`src/rtl/dacfmt_pkg.sv`:
```
package dacfmt_pkg;
  typedef enum logic [1:0] {
    FMT_SEP  = 2'b00,
    FMT_ILV  = 2'b01,
    FMT_HALF = 2'b10,
    FMT_RSVD = 2'b11
  } fmt_mode_e;
endpackage

```
`src/rtl/dacfmt_word_conv.sv`:
```
module dacfmt_word_conv #(
  parameter int W = 16
) (
  input  logic [W-1:0] raw,
  input  logic         rev,
  input  logic         twos,
  output logic [W-1:0] word
);
  logic [W-1:0] flipped;
  logic [W-1:0] ordered;

  for (genvar g = 0; g < W; g++) begin : g_flip
    assign flipped[g] = raw[W-1-g];
  end

  always_comb begin
    ordered = rev ? flipped : raw;
    if (twos) word = ordered;
    else      word = {~ordered[W-1], ordered[W-2:0]};
  end
endmodule

```
`src/rtl/dacfmt_pairer.sv`:
```
module dacfmt_pairer
  import dacfmt_pkg::*;
#(
  parameter int W = 16
) (
  input  logic         clk,
  input  logic         rst_n,
  input  logic         clr,
  input  fmt_mode_e    mode,
  input  logic         flag_sel,
  input  logic         neg_b,
  input  logic         in_valid,
  input  logic [W-1:0] word_a,
  input  logic [W-1:0] word_b,
  input  logic         b_mark,
  input  logic         tx_en,
  output logic         pair_v,
  output logic [W-1:0] pair_a,
  output logic [W-1:0] pair_b
);
  localparam logic [W-1:0] MOST_NEG = {1'b1, {(W-1){1'b0}}};
  localparam logic [W-1:0] MOST_POS = {1'b0, {(W-1){1'b1}}};
  localparam logic [W-1:0] ONE      = {{(W-1){1'b0}}, 1'b1};

  function automatic logic [W-1:0] sat_neg(input logic [W-1:0] x);
    if (x == MOST_NEG) return MOST_POS;
    return ~x + ONE;
  endfunction

  logic         have_a, have_a_n;
  logic         phase_b, phase_b_n;
  logic         pend_v, pend_v_n;
  logic         tx_q;
  logic [W-1:0] held, pend;
  logic         held_ld, pend_ld;
  logic         emit;
  logic [W-1:0] emit_a, emit_b, b_fin;
  logic         tx_rise, eff_b;

  always_comb begin
    tx_rise   = tx_en & ~tx_q;
    eff_b     = phase_b & ~tx_rise;
    have_a_n  = have_a;
    phase_b_n = phase_b;
    pend_v_n  = pend_v;
    held_ld   = 1'b0;
    pend_ld   = 1'b0;
    emit      = 1'b0;
    emit_a    = word_a;
    emit_b    = word_b;
    unique case (mode)
      FMT_ILV: begin
        emit_a = held;
        emit_b = word_a;
        if (flag_sel) begin
          if (in_valid && b_mark) begin
            emit     = have_a;
            have_a_n = 1'b0;
          end else if (in_valid) begin
            held_ld  = 1'b1;
            have_a_n = 1'b1;
          end
        end else begin
          if (in_valid && !eff_b) begin
            held_ld   = 1'b1;
            phase_b_n = 1'b1;
          end else if (in_valid) begin
            emit      = 1'b1;
            phase_b_n = 1'b0;
          end else if (tx_rise) begin
            phase_b_n = 1'b0;
          end
        end
      end
      FMT_HALF: begin
        emit_b = '0;
        if (pend_v) begin
          emit     = 1'b1;
          emit_a   = pend;
          pend_v_n = 1'b0;
        end else if (in_valid) begin
          emit     = 1'b1;
          pend_ld  = 1'b1;
          pend_v_n = 1'b1;
        end
      end
      default: begin
        emit = in_valid;
      end
    endcase
    b_fin = neg_b ? sat_neg(emit_b) : emit_b;
  end

  always_ff @(posedge clk or negedge rst_n) begin
    if (!rst_n) begin
      have_a  <= 1'b0;
      phase_b <= 1'b0;
      pend_v  <= 1'b0;
      pair_v  <= 1'b0;
      tx_q    <= 1'b0;
    end else begin
      tx_q <= tx_en;
      if (clr) begin
        have_a  <= 1'b0;
        phase_b <= 1'b0;
        pend_v  <= 1'b0;
        pair_v  <= 1'b0;
      end else begin
        have_a  <= have_a_n;
        phase_b <= phase_b_n;
        pend_v  <= pend_v_n;
        pair_v  <= emit;
      end
    end
  end

  always_ff @(posedge clk) begin
    if (held_ld) held <= word_a;
    if (pend_ld) pend <= word_b;
    if (emit) begin
      pair_a <= emit_a;
      pair_b <= b_fin;
    end
  end
endmodule

```
`src/rtl/dacfmt_fifo.sv`:
```
module dacfmt_fifo #(
  parameter int DW    = 32,
  parameter int DEPTH = 4,
  localparam int AW   = (DEPTH > 1) ? $clog2(DEPTH) : 1,
  localparam int CW   = AW + 1
) (
  input  logic          clk,
  input  logic          rst_n,
  input  logic          clr,
  input  logic          push,
  input  logic [DW-1:0] din,
  input  logic          rd,
  output logic          pop,
  output logic [DW-1:0] dout,
  output logic [CW-1:0] cnt,
  output logic          ovf,
  output logic          unf
);
  localparam logic [CW-1:0] FULL_CNT = CW'(DEPTH);
  localparam logic [AW-1:0] LAST     = AW'(DEPTH - 1);

  logic [DW-1:0] mem [DEPTH];
  logic [AW-1:0] wp, rp, wp_n, rp_n;
  logic [CW-1:0] cnt_n;
  logic          full, empty, wr;
  logic          ovf_n, unf_n;

  always_comb begin
    full  = (cnt == FULL_CNT);
    empty = (cnt == '0);
    pop   = rd && !empty;
    wr    = push && (!full || pop);
    wp_n  = wp;
    rp_n  = rp;
    if (wr)  wp_n = (wp == LAST) ? '0 : wp + AW'(1);
    if (pop) rp_n = (rp == LAST) ? '0 : rp + AW'(1);
    cnt_n = cnt;
    if (wr && !pop)      cnt_n = cnt + CW'(1);
    else if (pop && !wr) cnt_n = cnt - CW'(1);
    ovf_n = ovf | (push && !wr);
    unf_n = unf | (rd && empty);
    dout  = mem[rp];
  end

  always_ff @(posedge clk or negedge rst_n) begin
    if (!rst_n) begin
      wp  <= '0;
      rp  <= '0;
      cnt <= '0;
      ovf <= 1'b0;
      unf <= 1'b0;
    end else if (clr) begin
      wp  <= '0;
      rp  <= '0;
      cnt <= '0;
      ovf <= 1'b0;
      unf <= 1'b0;
    end else begin
      wp  <= wp_n;
      rp  <= rp_n;
      cnt <= cnt_n;
      ovf <= ovf_n;
      unf <= unf_n;
    end
  end

  always_ff @(posedge clk) begin
    if (wr) mem[wp] <= din;
  end
endmodule

```
`src/rtl/dacfmt_top.sv`:
```
module dacfmt_top
  import dacfmt_pkg::*;
#(
  parameter int W     = 16,
  parameter int DEPTH = 4,
  localparam int CW   = ((DEPTH > 1) ? $clog2(DEPTH) : 1) + 1
) (
  input  logic         clk,
  input  logic         rst_n,
  input  logic         sync_clr,
  input  logic [1:0]   mode_sel,
  input  logic         cfg_flag_sel,
  input  logic         cfg_twos,
  input  logic         cfg_rev_a,
  input  logic         cfg_rev_b,
  input  logic         cfg_neg_b,
  input  logic         cfg_fifo_bypass,
  input  logic         cfg_bypass_all,
  input  logic         in_valid,
  input  logic [W-1:0] bus_a,
  input  logic [W-1:0] bus_b,
  input  logic         b_mark,
  input  logic         tx_en,
  input  logic         rd_en,
  output logic         out_valid,
  output logic [W-1:0] out_a,
  output logic [W-1:0] out_b,
  output logic         ovf_flag,
  output logic         unf_flag
);
  fmt_mode_e    mode_q;
  logic [W-1:0] raw_w  [2];
  logic [W-1:0] conv_w [2];
  logic         rev_w  [2];
  logic         pair_v;
  logic [W-1:0] pair_a, pair_b;
  logic         fifo_en, f_push, f_rd, f_pop;
  logic [2*W-1:0] f_dout;
  logic [CW-1:0]  fifo_cnt;
  logic         ov_n;
  logic [W-1:0] oa_n, ob_n;

  assign raw_w[0] = bus_a;
  assign raw_w[1] = bus_b;
  assign rev_w[0] = cfg_rev_a;
  assign rev_w[1] = cfg_rev_b;

  for (genvar c = 0; c < 2; c++) begin : g_conv
    dacfmt_word_conv #(.W(W)) u_conv (
      .raw  (raw_w[c]),
      .rev  (rev_w[c]),
      .twos (cfg_twos),
      .word (conv_w[c])
    );
  end

  always_ff @(posedge clk or negedge rst_n) begin
    if (!rst_n)        mode_q <= FMT_SEP;
    else if (sync_clr) mode_q <= fmt_mode_e'(mode_sel);
  end

  dacfmt_pairer #(.W(W)) u_pair (
    .clk      (clk),
    .rst_n    (rst_n),
    .clr      (sync_clr),
    .mode     (mode_q),
    .flag_sel (cfg_flag_sel),
    .neg_b    (cfg_neg_b),
    .in_valid (in_valid && !cfg_bypass_all),
    .word_a   (conv_w[0]),
    .word_b   (conv_w[1]),
    .b_mark   (b_mark),
    .tx_en    (tx_en),
    .pair_v   (pair_v),
    .pair_a   (pair_a),
    .pair_b   (pair_b)
  );

  assign fifo_en = !cfg_fifo_bypass && !cfg_bypass_all;
  assign f_push  = fifo_en && pair_v;
  assign f_rd    = fifo_en && rd_en;

  dacfmt_fifo #(.DW(2*W), .DEPTH(DEPTH)) u_fifo (
    .clk   (clk),
    .rst_n (rst_n),
    .clr   (sync_clr),
    .push  (f_push),
    .din   ({pair_a, pair_b}),
    .rd    (f_rd),
    .pop   (f_pop),
    .dout  (f_dout),
    .cnt   (fifo_cnt),
    .ovf   (ovf_flag),
    .unf   (unf_flag)
  );

  always_comb begin
    if (cfg_bypass_all) begin
      ov_n = in_valid;
      oa_n = bus_a;
      ob_n = bus_b;
    end else if (cfg_fifo_bypass) begin
      ov_n = pair_v;
      oa_n = pair_a;
      ob_n = pair_b;
    end else begin
      ov_n = f_pop;
      oa_n = f_dout[2*W-1:W];
      ob_n = f_dout[W-1:0];
    end
  end

  always_ff @(posedge clk or negedge rst_n) begin
    if (!rst_n)        out_valid <= 1'b0;
    else if (sync_clr) out_valid <= 1'b0;
    else               out_valid <= ov_n;
  end

  always_ff @(posedge clk) begin
    if (ov_n) begin
      out_a <= oa_n;
      out_b <= ob_n;
    end
  end
endmodule

```
`config.mk`:
```
export PLATFORM = sky130hd
export DESIGN_NAME = dacfmt_top
export DESIGN_NICKNAME = d
export VERILOG_FILES = /design/src/rtl/dacfmt_pkg.sv /design/src/rtl/dacfmt_word_conv.sv /design/src/rtl/dacfmt_pairer.sv /design/src/rtl/dacfmt_fifo.sv /design/src/rtl/dacfmt_top.sv
export SDC_FILE = /design/constraint.sdc
export NUM_CORES = 1
export LEC_CHECK = 0
export BUFFER_PORTS_ARGS = -buffer_cell sky130_fd_sc_hd__buf_2
export CAP_MARGIN = 20
export CORE_MARGIN = 5
export CORE_UTILIZATION = 50
export DETAILED_ROUTE_END_ITERATION = 6
export GPL_ROUTABILITY_DRIVEN = 0
export GPL_TIMING_DRIVEN = 1
export PLACE_DENSITY = 0.69
export SLEW_MARGIN = 30
export SYNTH_ARGS = -nofsm -noshare
export SYNTH_HDL_FRONTEND = slang
export SYNTH_SLANG_ARGS = --single-unit
```
`constraint.sdc`:
```
create_clock -name clk -period 10 [get_ports clk]
set_clock_uncertainty 0.2 [all_clocks]
set_input_delay 0 -clock clk [delete_from_list [all_inputs] [get_ports clk]]
set_output_delay 0 -clock clk [all_outputs]
set_load 0.005 [all_outputs]
```
==> results of run 1 <==
[metal layers]
layer / vias to the layer above / part of all wire [%]
li1: 3079 / -
met1: 3384 / 41
met2: 264 / 49
met3: 44 / 6.9
met4: 0 / 2.5
met5: - / 0
[synthesized netlist by cell type, types with 2 or more instances]
cell	count	area (µm²)
a211oi_1	4	30.0
a21oi_1	10	50.1
a221oi_1	2	17.5
a222oi_1	15	150
a22o_1	15	131
a22oi_1	8	60.1
a31oi_1	7	43.8
and2_1	5	31.3
and3_1	3	18.8
buf_1	7	26.3
buf_2	3	15.0
buf_6	2	22.5
clkbuf_1	28	105
dfrtp_1	17	425
edfxtp_1	224	6730
ha_1	8	100
inv_1	32	120
mux2_2	26	293
mux2i_1	39	390
mux4_2	32	721
nand2_1	69	259
nand2b_1	5	31.3
nand3_1	2	10.0
nor2_1	30	113
nor2b_1	6	37.5
nor3_1	12	60.1
nor3b_1	5	37.5
o21a_1	2	15.0
o21ai_0	48	240
o22ai_1	2	12.5
or3b_2	2	17.5
xnor2_1	11	96.3
xor2_1	5	43.8
[report_power, final]
part	switching, mW	internal (mW)
sequential	0.0229	1.15
clock	0.368	0.533
combinational	0.147	0.113
total	0.538	1.80
[cell families (layout without fill, tap and decap cells)]
logic type,count (synthesis),after routing
adder cells (fa/ha/maj),9,9
multiplexers,98,98
AND/OR/NAND/NOR,143,143
AO/OA/AOI/OAI,128,128
flip-flops,241,241
XOR/XNOR,16,16
buffers and inverters,73,262
[layout make-up]
class | instances | area (µm²) | area share, %
Clock buffer | 26 | 629 | 4.81
Clock inverter | 18 | 171 | 1.31
Inverter | 32 | 120 | 0.918
Multi-Input combinational cell | 394 | 3240 | 24.8
Sequential cell | 241 | 7150 | 54.7
Tap cell | 275 | 344 | 2.63
Timing Repair Buffer | 186 | 1420 | 10.8
[path summary, 6_finish.rpt]
| check | end | slack (ns) | cells after the start |
|---|---|---|---|
| min reg2reg | u_fifo.mem[3][25] | 0.33 | 0 |
| min | out_b[12] | 0.15 | 4 |
| max in group asynchronous | u_fifo.rp[0] | 8.81 | 4 |
| max reg2reg | u_pair.pair_b[0] | 6.15 | 11 |
| min in group asynchronous | u_pair.tx_q | 0.46 | 4 |
| max | u_pair.pair_b[0] | 6.15 | 11 |
[flip-flops by register name, summed over array words and instances, names as in the netlist]
register / count
out_valid: 1
u_pair.pair_a: 16
u_pair.held: 16
u_pair.have_a: 1
u_pair.phase_b: 1
out_a: 16
u_pair.pair_b: 16
u_fifo.ovf: 1
mode_q: 2
u_fifo.wp: 2
u_pair.tx_q: 1
u_pair.pend_v: 1
u_pair.pair_v: 1
u_pair.pend: 16
u_fifo.cnt: 3
u_fifo.rp: 2
u_fifo.mem: 128
out_b: 16
u_fifo.unf: 1
[repair_timing]
| action | 4_1_cts | 5_1_grt |
|---|---|---|
| setup buffers | 0 | 0 |
| hold buffers | 91 | 1 |
| hold endpoints to repair | 145 | 17 |
[worst register-to-register path, cell delays in order, from the launching register on]
cell	delay, ns
dfrtp_1	0.35
inv_1	0.07
ha_1	0.27
buf_4	0.39
nor2b_2	0.09
buf_4	0.26
a22oi_1	0.37
ha_1	0.25
o2111a_1	0.34
nand4_1	0.18
or4_1	0.78
nand2_1	0.18
[stage by stage]
stage               hold WS [ns]  instances  util [%]
finish                     0.150       1172      62.2
floorplan                 -0.496        708         -
CTS                        0.158       1171      62.2
global placement          -0.244       1036      54.0
global route               0.196       1172      62.2
detailed placement        -0.230       1036      54.0
==> impl_metrics.env, run 1 <==
export IMPL_grt_pass1_vias=7040
export IMPL_grt_pass1_wl_mm=38.9
export IMPL_leakage_nw=4.80
export IMPL_synth_seq_area_share_pct=67.0
export IMPL_cp_slowest_cell="or4_1"
export IMPL_finalCriticalPeriod_ns=3.85
export IMPL_clock_sinks=241
export IMPL_layout_nets=936
export IMPL_drv_slew=0
export IMPL_vdd_drop_max_mv=0.130
export IMPL_place_ws_ns=6.24
export IMPL_num_fill_cells=1510
export IMPL_crit_start="mode_q[0]"
export IMPL_hp_start="cfg_fifo_bypass"
export IMPL_drt_total_wl_mm=24.8
export IMPL_hp_class="in2reg"
export IMPL_netlist_area_mm2=0.0107
export IMPL_path_cells="inv_1 > ha_1 > buf_4 > nor2b_2 > buf_4 > a22oi_1 > ha_1 > o2111a_1 > nand4_1 > or4_1 > nand2_1"
export IMPL_synthAdderAreaFrac_pct=1.13
export IMPL_ys_types=55
export IMPL_synth_xor_area_share_pct=1.31
export IMPL_rows=53
export IMPL_finalInstanceArea_mm2=0.0131
export IMPL_mostFrequentLayoutCells="edfxtp_1 (224), dlygate4sd3_1 (91), buf_2 (82)"
export IMPL_cpPeakStageDelay_ns=0.78
export IMPL_ys_warn_count=0
export IMPL_tightest_slew_ns=0.893
export IMPL_synth_ff_type="edfxtp_1"
export IMPL_synth_top_family_by_area="multiplexers"
export IMPL_grt_use_met1_pct=28.2
export IMPL_grt_overflow_total=0
export IMPL_drt_iter0_markers=767
export IMPL_insertedDiodeCount=0
export IMPL_vias=6771
export IMPL_crit_path_start_kind="flop"
export IMPL_power_mw=2.34
export IMPL_cts_tree="done"
export IMPL_wire_per_inst_um=21.1
export IMPL_p_per_area_mw_per_mm2=179
export IMPL_cp_buffers_inverters=3
export IMPL_setup_slack_ns=6.15
export IMPL_antenna_found_initial=0
export IMPL_start_util_pct=50.8
export IMPL_cts_max_path_buffers=3
export IMPL_cp_arrival_ns=4.01
export IMPL_synth_edf_count=224
export IMPL_path_max_fanout=43
export IMPL_yosys_area_share_simple_pct=6.15
export IMPL_fin_crit_sh_pct=38.5
export IMPL_core_area_mm2=0.0210
export IMPL_ys_ff_latch=241
export IMPL_dr_pass1_iters=6
export IMPL_port_buffers=82
export IMPL_timing_rr_start="mode_q[0]"
export IMPL_clk_pin_slew_worst_paths_ns=0.06
export IMPL_fp_dieH_um=156
export IMPL_final_antenna_net_count=0
export IMPL_h_tree_depth=1
export IMPL_place_area_mm2=0.0114
export IMPL_worstSetupPathType="reg2reg"
export IMPL_setup_viol=0
export IMPL_syn_avg_cell_area_um2=15.1
export IMPL_drc_errors=0
export IMPL_die_x_um=156
export IMPL_clk_latency_ns=0.51
export IMPL_synthCells=708
export IMPL_slew_headroom_pct=40.5
export IMPL_use_met2_pct=33.9
export IMPL_critPathRequiredTime_ns=10.17
export IMPL_dp_hpwl_mm=16.4
export IMPL_max_freq_mhz=260
export IMPL_synth_compound_area_share_pct=8.36
export IMPL_ys_async_sr_fraction_pct=7.05
export IMPL_cts_resized_gates=0
export IMPL_viasPerCell=5.78
export IMPL_syn_to_final_growth_pct=22.5
export IMPL_clockRootBuffer="clkbuf_16"
export IMPL_grt_max_degree=72
export IMPL_grt_total_usage_pct=20.3
export IMPL_final_setup_tns_ns=0
export IMPL_drive_gt1_share_pct=23.0
export IMPL_grt_busiest_layer="met2"
export IMPL_synth_mux_area_share_pct=13.3
export IMPL_ioPinCount=83
export IMPL_rsz0062_at_grt="false"
export IMPL_synthesis_nets=765
export IMPL_cap_violations=0
export IMPL_critPathTopFamily="simple AND/OR/NAND/NOR gates"
export IMPL_dieArea_mm2=0.0244
export IMPL_final_common_cell="edfxtp_1"
export IMPL_endpoint_kind="flop"
export IMPL_use_met3_pct=3.19
export IMPL_outcome="completed"
export IMPL_numCtsBuffers=24
export IMPL_finalHoldViolCount=0
(Power assumes the default switching activity.)
==> run 2, diff against run 1 <==
clock period = 4 ns   (was 10 ns; I/O delays follow)
==> run 2 against run 1 <==
Effect of this change:
- maximum frequency is 12% higher
- via count is essentially flat
- worst hold slack better by 0.035 ns
- wire length is 2.0% lower
- clock power increased by 140%
- critical path depth decreased by 2
- sequential share of layout area rose by 1.1 points
- utilization decreased by 1.2 points
==> impl_metrics.env, run 2 (synthesis gave the netlist of run 1 again) <==
export IMPL_outcome="completed"
export IMPL_cts_hold_repair_buffers=68
export IMPL_viasPerCell=5.88
export IMPL_top_register="u_fifo.mem"
export IMPL_cts_tree="done"
export IMPL_antenna_found_initial=0
export IMPL_p_int_mw=4.36
export IMPL_place_area_mm2=0.0114
export IMPL_clock_sinks=241
export IMPL_ioPinCount=83
export IMPL_p_per_area_mw_per_mm2=444
export IMPL_mostFrequentLayoutCells="edfxtp_1 (224), buf_2 (82), nand2_1 (69)"
export IMPL_endpoint_kind="flop"
export IMPL_largest_reg_flops=128
export IMPL_cts_resized_gates=0
export IMPL_drt_iter0_markers=553
export IMPL_cts_max_path_buffers=3
export IMPL_pwr_share_clk_pct=37.3
export IMPL_finalInstanceArea_mm2=0.0128
export IMPL_crit_path_start_kind="flop"
export IMPL_post_cts_buffers=0
export IMPL_drive_gt1_share_pct=23.5
export IMPL_grt_overflow_total=0
export IMPL_finalHoldViolCount=0
export IMPL_worstSetupPathType="reg2reg"
export IMPL_swShare_pct=23.3
export IMPL_grt_pass1_vias=7108
export IMPL_tightest_slew_ns=0.938
export IMPL_hp_class="in2reg"
export IMPL_use_met2_pct=34.1
export IMPL_grt_busiest_layer="met2"
export IMPL_grt_pass1_wl_mm=38.9
export IMPL_pwr_share_comb_pct=11.0
export IMPL_fp_dieH_um=156
export IMPL_dieArea_mm2=0.0244
export IMPL_rows=53
export IMPL_worst_r2r_setup_slack_ns=0.58
export IMPL_clockRootBuffer="clkbuf_16"
export IMPL_vdd_drop_max_mv=0.268
export IMPL_cp_arrival_ns=3.59
export IMPL_num_fill_cells=1560
export IMPL_final_antenna_net_count=0
export IMPL_setup_viol=0
export IMPL_leakage_nw=4.70
export IMPL_p_sw_mw=1.33
export IMPL_fin_crit_sh_pct=85.6
export IMPL_worstReg2RegEnd="u_pair.pair_b[8]"
export IMPL_rsz0062_at_grt="false"
export IMPL_start_util_pct=50.8
export IMPL_final_common_cell="edfxtp_1"
export IMPL_max_freq_mhz=292
export IMPL_seq_power_share_pct=51.7
export IMPL_critPathRequiredTime_ns=4.16
export IMPL_layout_nets=915
export IMPL_path_max_fanout=18
export IMPL_port_buffers=82
export IMPL_grt_use_met1_pct=27.6
export IMPL_clk_latency_ns=0.51
export IMPL_cap_violations=0
export IMPL_whs_path_depth=4
export IMPL_insertedDiodeCount=0
export IMPL_dp_hpwl_mm=15.8
export IMPL_dr_pass1_iters=7
export IMPL_timing_rr_start="mode_q[0]"
export IMPL_finalCriticalPeriod_ns=3.42
export IMPL_die_x_um=156
export IMPL_use_met3_pct=3.02
export IMPL_power_mw=5.69
export IMPL_clk_pin_slew_worst_paths_ns=0.06
export IMPL_final_setup_tns_ns=0
export IMPL_syn_to_final_growth_pct=20.1
export IMPL_drv_slew=0
export IMPL_crit_end="u_pair.pair_b[8]"
export IMPL_worstRegToRegCells=9
export IMPL_wire_per_inst_um=21.1
export IMPL_h_tree_depth=1
export IMPL_grt_max_degree=51
export IMPL_grt_total_usage_pct=20.2
export IMPL_slew_headroom_pct=37.5
export IMPL_drc_errors=0
export IMPL_crit_start="mode_q[0]"
export IMPL_drt_total_wl_mm=24.3
export IMPL_core_area_mm2=0.0210
export IMPL_hold_ws_ns=0.185
export IMPL_numCtsBuffers=25
export IMPL_vias=6765
==> run 2: cell types whose count changed in the layout (fill, tap and decap cells not counted), sizes merged <==
cell         delta
buf             +1
bufinv          -2
clkbuf          +3
clkinv          +3
clkinvlp        -3
dlygate4sd3    -23
==> run 2: worst min path at each step <==
stage	start	endpoint	slack, ns
floorplan	rst_n	mode_q[0]	-0.50
global placement	rst_n	u_fifo.unf	-0.26
detailed placement	rst_n	u_fifo.ovf	-0.25
CTS	bus_a[6]	out_a[6]	0.16
global route	bus_a[5]	out_a[5]	0.20
finish	bus_a[5]	out_a[5]	0.19
==> run 2: power by group through the flow <==
stage                     logic (mW)  registers [mW]  clock network, mW
after detailed placement       0.561            2.99                  0
after global routing           0.684            2.95               2.29
final                          0.626            2.94               2.12
after global placement         0.549            2.99                  0
after floorplan                0.372            2.98                  0
after CTS                      0.620            2.94               2.17
==> run 2: critical path, stage by stage (launching register included) <==
cell and delay (ns):
dfrtp_1 0.38, ha_1 0.30, nor2b_2 0.21, buf_4 0.20, a22oi_1 0.30, ha_1 0.25, o2111a_1 0.31, nand4_1 0.15
or4_1 0.78, nand2_1 0.20
==> run 2: per-layer routing <==
layer	vias up	routed length (µm)	part of all wire (%)
met5	-	0	0
met4	0	544	2.2
met3	52	1540	6.3
met2	275	11900	49
met1	3389	10300	42
li1	3049	-	-
==> run 2: through the flow <==
stage	instances	utilization (%)	worst slack (ns)
2_1_floorplan	708	-	0.435
3_3_place_gp	1038	54.2	0.779
3_5_place_dp	1038	54.2	0.651
4_1_cts	1151	61.0	0.628
5_1_grt	1151	61.0	0.455
6_report	1151	61.0	0.576
==> run 2: final cells by class <==
type	instances	area, µm²	share of cell area (%)
flip-flops and latches	241	7150	55.8
repair buffers	164	1210	9.43
clock inverters	16	110	0.859
well taps	275	344	2.68
clock buffers	29	641	5.00
inverters	32	120	0.937
multi-input cells	394	3240	25.3
